File: config.mk
export PLATFORM = sky130hd
export DESIGN_NAME = irq_latch_ctrl
export DESIGN_NICKNAME = d
export VERILOG_FILES = /design/src/rtl/irq_pkg.sv /design/src/rtl/irq_ext_sync.sv /design/src/rtl/irq_pend_regs.sv /design/src/rtl/irq_prio_enc.sv /design/src/rtl/irq_latch_ctrl.sv
export SDC_FILE = /design/constraint.sdc
export NUM_CORES = 1
export LEC_CHECK = 0
export BUFFER_PORTS_ARGS = -buffer_cell sky130_fd_sc_hd__buf_2
export CAP_MARGIN = 20
export CORE_ASPECT_RATIO = 0.75
export CORE_MARGIN = 8
export CORE_UTILIZATION = 53
export DETAILED_ROUTE_END_ITERATION = 7
export HOLD_SLACK_MARGIN = 0.05
export PLACE_DENSITY = 0.8
export SLEW_MARGIN = 20
export SYNTH_ARGS = -nofsm -noshare
export SYNTH_HDL_FRONTEND = slang
export SYNTH_SLANG_ARGS = --single-unit
File: constraint.sdc
create_clock -name clk_i -period 2.2 [get_ports clk_i]
set_input_delay 0.22 -clock clk_i [delete_from_list [all_inputs] [get_ports clk_i]]
set_output_delay 0.22 -clock clk_i [all_outputs]
set_load 0.005 [all_outputs]
File: src/rtl/irq_pkg.sv
package irq_pkg;
  typedef enum logic [1:0] {
    SEL_PEND = 2'd0,
    SEL_MASK = 2'd1,
    SEL_MODE = 2'd2,
    SEL_NONE = 2'd3
  } reg_sel_e;
endpackage

File: src/rtl/irq_ext_sync.sv
module irq_ext_sync #(
  parameter int N_LINES = 4
) (
  input  logic               clk_i,
  input  logic               rst_ni,
  input  logic [N_LINES-1:0] line_i,
  output logic [N_LINES-1:0] rise_o
);
  for (genvar k = 0; k < N_LINES; k++) begin : g_line
    logic s1_q, s2_q, s3_q;
    always_ff @(posedge clk_i or negedge rst_ni) begin
      if (!rst_ni) begin
        s1_q <= 1'b0;
        s2_q <= 1'b0;
        s3_q <= 1'b0;
      end else begin
        s1_q <= line_i[k];
        s2_q <= s1_q;
        s3_q <= s2_q;
      end
    end
    assign rise_o[k] = s2_q & ~s3_q;

    assert_single_rise_R2: assert property (@(posedge clk_i) disable iff (!rst_ni)
      rise_o[k] |=> !rise_o[k]);
  end
endmodule

File: src/rtl/irq_pend_regs.sv
module irq_pend_regs
  import irq_pkg::*;
#(
  parameter int N_SRC   = 32,
  parameter int RST_BIT = 1,
  parameter int EN_BIT  = 12
) (
  input  logic             clk_i,
  input  logic             rst_ni,
  input  logic [N_SRC-1:0] ev_i,
  input  logic [N_SRC-1:0] ack_clr_i,
  input  logic             we_i,
  input  logic [1:0]       sel_i,
  input  logic [N_SRC-1:0] wdata_i,
  output logic [N_SRC-1:0] pend_o,
  output logic [N_SRC-1:0] mask_o,
  output logic             en_o
);
  localparam logic [N_SRC-1:0] RST_ONE = N_SRC'(1) << RST_BIT;

  reg_sel_e         sel;
  logic [N_SRC-1:0] pend_q, pend_d, mask_q;
  logic             en_q;

  assign sel = reg_sel_e'(sel_i);

  always_comb begin
    pend_d = pend_q;
    if (we_i && sel == SEL_PEND) pend_d = (wdata_i & ~RST_ONE) | (pend_q & RST_ONE);
    pend_d = (pend_d & ~ack_clr_i) | ev_i;  // events win
  end

  always_ff @(posedge clk_i or negedge rst_ni) begin
    if (!rst_ni) begin
      pend_q <= '0;
      mask_q <= '0;
      en_q   <= 1'b0;
    end else begin
      pend_q <= pend_d;
      if (we_i && sel == SEL_MASK) mask_q <= wdata_i;
      if (we_i && sel == SEL_MODE) en_q <= wdata_i[EN_BIT];
    end
  end

  assign pend_o = pend_q;
  assign mask_o = mask_q | RST_ONE;
  assign en_o   = en_q;

  assert_event_latched_R3: assert property (@(posedge clk_i) disable iff (!rst_ni)
    (|ev_i) |=> ((pend_q & $past(ev_i)) == $past(ev_i)));

  assert_rst_bit_protect_R8: assert property (@(posedge clk_i) disable iff (!rst_ni)
    (we_i && sel == SEL_PEND && !ev_i[RST_BIT] && !ack_clr_i[RST_BIT])
    |=> pend_q[RST_BIT] == $past(pend_q[RST_BIT]));
endmodule

File: src/rtl/irq_prio_enc.sv
module irq_prio_enc #(
  parameter int N_SRC = 32,
  parameter int VEC_W = $clog2(N_SRC)
) (
  input  logic [N_SRC-1:0] req_i,
  output logic             any_o,
  output logic [VEC_W-1:0] idx_o
);
  always_comb begin
    idx_o = '0;
    for (int i = N_SRC - 1; i >= 0; i--) begin
      if (req_i[i]) idx_o = VEC_W'(i);  // lowest index wins
    end
  end
  assign any_o = |req_i;
endmodule

File: src/rtl/irq_latch_ctrl.sv
module irq_latch_ctrl
  import irq_pkg::*;
#(
  parameter int N_SRC    = 32,
  parameter int N_EXT    = 4,
  parameter int EXT_BASE = 5,
  parameter int RST_BIT  = 1,
  parameter int EN_BIT   = 12,
  parameter int VEC_W    = $clog2(N_SRC)
) (
  input  logic             clk_i,
  input  logic             rst_ni,
  input  logic [N_EXT-1:0] ext_irq_i,
  input  logic [N_SRC-1:0] int_evt_i,
  input  logic             reg_we_i,
  input  logic [1:0]       reg_sel_i,
  input  logic [N_SRC-1:0] reg_wdata_i,
  output logic [N_SRC-1:0] reg_rdata_o,
  output logic             irq_req_o,
  output logic [VEC_W-1:0] irq_vec_o,
  input  logic             irq_ack_i
);
  logic [N_EXT-1:0] rise;
  logic [N_SRC-1:0] ext_ev, ev, ack_clr, pend, mask, serv;
  logic             en, any;

  irq_ext_sync #(.N_LINES(N_EXT)) u_sync (
    .clk_i (clk_i),
    .rst_ni(rst_ni),
    .line_i(ext_irq_i),
    .rise_o(rise)
  );

  always_comb begin
    ext_ev = '0;
    for (int k = 0; k < N_EXT; k++) ext_ev[EXT_BASE+k] = rise[k];
  end
  assign ev = int_evt_i | ext_ev;

  assign ack_clr = (irq_ack_i && irq_req_o) ? (N_SRC'(1) << irq_vec_o) : '0;

  irq_pend_regs #(.N_SRC(N_SRC), .RST_BIT(RST_BIT), .EN_BIT(EN_BIT)) u_regs (
    .clk_i    (clk_i),
    .rst_ni   (rst_ni),
    .ev_i     (ev),
    .ack_clr_i(ack_clr),
    .we_i     (reg_we_i),
    .sel_i    (reg_sel_i),
    .wdata_i  (reg_wdata_i),
    .pend_o   (pend),
    .mask_o   (mask),
    .en_o     (en)
  );

  assign serv = pend & mask;

  irq_prio_enc #(.N_SRC(N_SRC), .VEC_W(VEC_W)) u_prio (
    .req_i(serv),
    .any_o(any),
    .idx_o(irq_vec_o)
  );

  assign irq_req_o = any & en;

  always_comb begin
    unique case (reg_sel_e'(reg_sel_i))
      SEL_PEND: reg_rdata_o = pend;
      SEL_MASK: reg_rdata_o = mask;
      SEL_MODE: reg_rdata_o = N_SRC'(en) << EN_BIT;
      default:  reg_rdata_o = '0;
    endcase
  end

  assert_req_gated_R5: assert property (@(posedge clk_i) disable iff (!rst_ni)
    irq_req_o |-> en);

  assert_vec_serviceable_R6: assert property (@(posedge clk_i) disable iff (!rst_ni)
    irq_req_o |-> (pend[irq_vec_o] && mask[irq_vec_o]));

  assert_ack_clears_R7: assert property (@(posedge clk_i) disable iff (!rst_ni)
    (irq_ack_i && irq_req_o && !ev[irq_vec_o] && !(reg_we_i && reg_sel_i == 2'd0))
    |=> !pend[$past(irq_vec_o)]);
endmodule

# == Word-level counts from Yosys, hierarchy flattened ==
# Cells that the tools add are included.
# totals
word_cells,74
out_inout_bits,38
inputBits,74
ff_bits,77
# op_classes
mux,35
n_eq_ne,2
reduce_logical,6
n_shift,1
bitwise,15
# op_table
cell,count
two-way mux 5 bit,32
case mux 32 bit (3 select lines),1
AND 32 bit,2
two-way mux 32 bit,2
NOT 32 bit,1
bitwise OR 32 x 2 -> 32 bit,1
bitwise OR 32 bit,1
bitwise OR 32 x 9 -> 32 bit,1
OR reduction 32 bit,1
"left shift 1 x 5 -> 32 bit, first input constant",1
AND 1 bit,5
logical AND 1 bit,4
NOT 1 bit,4
"== test 2 x 1 -> 1 bit, second input constant",1
"== test 2 bit, second input constant",1
logical NOT 2 bit,1

# == Logic depth before layout (Yosys ltp) ==
# depth
word_depth,38
depth_mapped,8
mapped_depth_nobuf,7

# == Hierarchy ==
# From an unflattened synthesis, not the netlist that was laid out.
# unflattened
cells_unflattened,415
hier_area_um2,4473.0
# modules_own_cells
mod,seq_area_each_um2,area_each_um2,n_inst,cells_each
irq_pend_regs,1601.5,2621.3,1,171
irq_latch_ctrl,0.0,1111.1,1,163
irq_prio_enc,0.0,385.4,1,65
irq_ext_sync,300.3,355.3,1,16

# == Worst setup path before layout ==
# OpenSTA, ideal clock, no wires.
# synth_path
path_type,register -> register
start,register u_regs.pend_q[5] (netlist: u_regs.pend_o[5])
end,register u_regs.pend_q[28] (netlist: u_regs.pend_o[28])
arrival_ns,1.798
path_stages_with_launch,9
period_less_slack_ns,1.944
n_path_buf,1
setup_time_ns,0.146
required_ns,2.054
path_slack_ns,0.256
cell_sequence,dfrtp_1 > a22oi_4 > nand4_4 > or3_4 > nor2_4 > nand3_2 > buf_6 > nor2_1 > a31oi_1
# synth_between
elab_chain_cells,12
word_cells_on_any_way,15
cone_classes,1 x shift; 7 x mux; 5 x bitwise; 2 x reduce/logical
# synth_lines
item,line,source
from (decl),irq_pend_regs.sv:22,"logic [N_SRC-1:0] pend_q, pend_d, mask_q;"
from (signal assigned),irq_pend_regs.sv:39,pend_q <= pend_d;
AND 32 bit,irq_latch_ctrl.sv:55,assign serv = pend & mask;
two-way mux 5 bit (6 in a row),irq_prio_enc.sv:12,if (req_i[i]) idx_o = VEC_W'(i);
net irq_vec_o[4],irq_latch_ctrl.sv:20,"output logic [VEC_W-1:0] irq_vec_o,"
left shift 1 x 5 -> 32 bit,irq_latch_ctrl.sv:40,assign ack_clr = (irq_ack_i && irq_req_o) ? (N_SRC'(1) << irq_vec_o) : '0;
two-way mux 32 bit,irq_latch_ctrl.sv:40,
NOT 32 bit,irq_pend_regs.sv:30,pend_d = (pend_d & ~ack_clr_i) | ev_i;
AND 32 bit,irq_pend_regs.sv:30,
bitwise OR 32 bit,irq_pend_regs.sv:30,
net u_regs.pend_d[28],irq_pend_regs.sv:22,
# The timed path passes the listed nets, and every way through them passes these cells.
# A chain may end at the register's enable or synchronous reset.

# == Worst setup path after layout ==
# layout_path
start,register u_regs.mask_q[26]
end,output irq_vec_o[0]
# layout_between
elab_chain_cells,28
# layout_lines
item,line,source
from (decl),irq_pend_regs.sv:22,
from (signal assigned),irq_pend_regs.sv:40,if (we_i && sel == SEL_MASK) mask_q <= wdata_i;
AND 32 bit,irq_latch_ctrl.sv:55,
two-way mux 5 bit (27 in a row),irq_prio_enc.sv:12,
to (decl),irq_latch_ctrl.sv:20,
# No other way between the ends.

==> results.py <==
metrics = {
    "finish": {
        "final_cell_mix": "110 x buf_2, 74 x dfrtp_1, 57 x nor2_1, 37 x mux2i_1, 34 x buf_4",
        "drive_above_1_share_pct": 41.4,
        "final_common_cell": "buf_2",
        "syn_to_final_growth_pct": 30.0,
        "diodes": 0,
        "fin_nets": 651,
        "finalNonFillerCells": 687,
    },
    "hold_path": {
        "hold_depth": 3,
        "hold_path.class": "in -> reg",
    },
    "timing": {
        "slew_headroom_pct": 61.2,
        "setup_viol": 1,
        "whs_ns": 0.103,
        "finalClockSkew_ns": 0.0104,
        "timing.fmax_mhz": 453,
        "hold_viol_final": 0,
        "fin_crit_ns": 2.21,
        "post-route-period-util_pct": 100,
        "drv_slew": 0,
        "timing.final.ws_setup_ns": -0.00948,
        "rsz0062_at_grt": "yes",
        "tightest_slew_ns": 0.583,
    },
    "global_routing": {
        "antenna_found_initial": 0,
        "grt_use_total_pct": 23.0,
        "grt_max_degree": 57,
        "grt_pass1_vias": 4114,
        "grt_pass1_wl_um": 20900,
        "grt-ovfl-total": 0,
    },
    "power_and_ir_drop": {
        "powerDensity_mw_per_mm2": 698,
        "ir_worst_vdd_v": 0.000449,
        "power_mw": 3.95,
        "leakagePower_nw": 2.50,
    },
    "drt": {
        "antenna_left": 0,
        "dr_total_vias": 4141,
        "vias_per_cell": 6.03,
        "finalWirelength_um": 13900,
        "wl_per_cell_um": 20.2,
        "drc_errors": 0,
        "drtIter0Drc": 449,
        "dr.pass1.iters": 5,
    },
    "synth": {
        "yosysSeqAreaShare_pct": 43.7,
        "synth_area_leaders": "dfrtp_1 44%, mux2i_1 8.5%, mux2_2 8.3%, nor2_1 5.0%, a211oi_1 4.3%",
        "ys_seq_elements": 76,
        "synth_area_per_cell_um2": 10.1,
        "ys_warn_count": 0,
        "ys_async_sr_fraction_pct": 100,
        "yosys.area.top_type": "dfrtp_1",
        "synth_area_mm2": 0.00436,
        "yosysTopAreaCellShare_pct": 43.7,
        "syn_nets": 504,
        "synth.distinct_cells": 55,
        "yosys_most_used_dff": "dfrtp_1",
        "synth-edff-count": 0,
        "netlist_instances": 430,
    },
    "clock_network": {
        "cts.sinks": 76,
        "root_buffer": "clkbuf_8",
        "path_clk_slew_ns": 0.09,
        "cts_tree": "done",
        "clock_path_buffers": 2,
        "insertion_delay_ns": 0.36,
        "h-tree-depth": 3,
        "cts_made_buffers": 9,
    },
    "outcome": {
        "status": "finished with violations",
        "violations": "negative setup slack",
    },
    "placed_design": {
        "gp_congestion": 0.938,
        "dp_cells": 650,
        "dp_hpwl_um": 9640,
        "io_buffers": 110,
        "post-place-ws_ns": 0.0952,
    },
    "critical_path": {
        "endpoint_kind": "output port",
        "worstSetupStartpointType": "flip-flop",
        "cp.arrival_ns": 1.99,
        "critPathRequiredTime_ns": 1.98,
        "rr_worst_depth": 8,
        "r2r_setup_slack_ns": 0.01,
        "crit_fanout": 5,
        "critical_path_class": "reg -> out",
    },
    "floorplan": {
        "dieWidth_um": 121,
        "ios": 112,
        "rows": 28,
        "die_y_um": 94.5,
        "core-area_mm2": 0.00792,
        "start_util_pct": 55.0,
        "die_area_mm2": 0.0114,
    },
    "job": {
        "drv_cap": 0,
    },
}
-- area by class of cell --
| type | instances | area, µm² |
|---|---|---|
| timing repair buffer | 155 | 937 |
| sequential | 76 | 1900 |
| inverter | 12 | 45.0 |
| tap | 105 | 131 |
| fill | 601 | 2260 |
| clock buffer | 10 | 138 |
| multi-input combinational | 323 | 2470 |
| clock inverter | 6 | 40.0 |
-- per-stage QoR --
stage | utilization, % | TNS, ns | area [µm²]
2_1_floorplan | - | 0 | 4360
3_3_place_gp | 65.2 | 0 | 5160
3_5_place_dp | 65.2 | 0 | 5160
4_1_cts | 69.2 | -0.00303 | 5480
5_1_grt | 71.5 | -0.460 | 5660
6_report | 71.5 | -0.00948 | 5660
-- cell families (layout without fill, tap and decap cells) --
logic type	after synthesis	in the layout	share of synthesized area, %
and+or+nand+nor	142	142	17.1
AOI/OAI and AO/OA	111	112	19.2
muxes	69	69	16.8
DFF	76	76	43.7
buffers and inverters	32	183	3.22
-- path summary, 6_finish.rpt --
kind                                         end             startpoint
setup / recovery                    irq_vec_o[0]      u_regs.mask_q[26]
hold / removal                 u_regs.pend_o[14]          int_evt_i[14]
setup reg to reg               u_regs.pend_o[20]      u_regs.pend_o[26]
hold reg to reg            u_sync.g_line[0].s2_q  u_sync.g_line[0].s1_q
max in group asynchronous      u_regs.pend_o[21]                 rst_ni
min in group asynchronous  u_sync.g_line[2].s1_q                 rst_ni
-- synth_stat cells, types with 5 or more instances --
cell	count
o21ai_1	5
mux2_2	32
a22o_1	7
mux2i_1	37
a211oi_1	25
inv_1	11
nor2b_1	28
clkbuf_1	12
a21oi_1	9
dfrtp_1	76
a31oi_1	29
nand2_1	28
nor2_1	58
a22oi_1	10
-- state kept, by name, summed over array words and instances (netlist names) --
name and count:
u_sync.g_line.s1_q 4, u_regs.mask_q 31, u_sync.g_line.s2_q 4, u_regs.pend_o 32, u_regs.en_o 1, u_sync.g_line.s3_q 4
-- report_power, final --
group / internal, mW / switching (mW) / total [mW]
Clock: 0.435 / 0.542 / 0.977
Combinational: 0.576 / 0.656 / 1.23
Sequential: 1.55 / 0.192 / 1.74
Total: 2.56 / 1.39 / 3.95
-- critical path, stage by stage, from the launching register on --
cell and delay (ns):
dfrtp_1 0.41, buf_6 0.14, a32oi_2 0.18, o21ai_2 0.11, a311o_1 0.37, a21o_4 0.26, nand2_2 0.06, buf_2 0.11
-- metal layers --
metal	vias up	wire [µm]	track usage [%]
met5	-	0	0
met4	0	221	6.74
met3	22	1460	6.44
met2	245	6360	35.9
met1	1992	5870	30.8
li1	1882	-	-
-- what timing repair did --
item                                    CTS  global route
endpoints found under the setup margin    2            14
hold buffers                              8             0
pin swaps                                 1            12
buffers inserted                          3             9
hold endpoints to repair                 39             0
cloned                                    0             1
gates resized for setup                   9            24
Note: power is estimated with default switching activity, not from simulation.
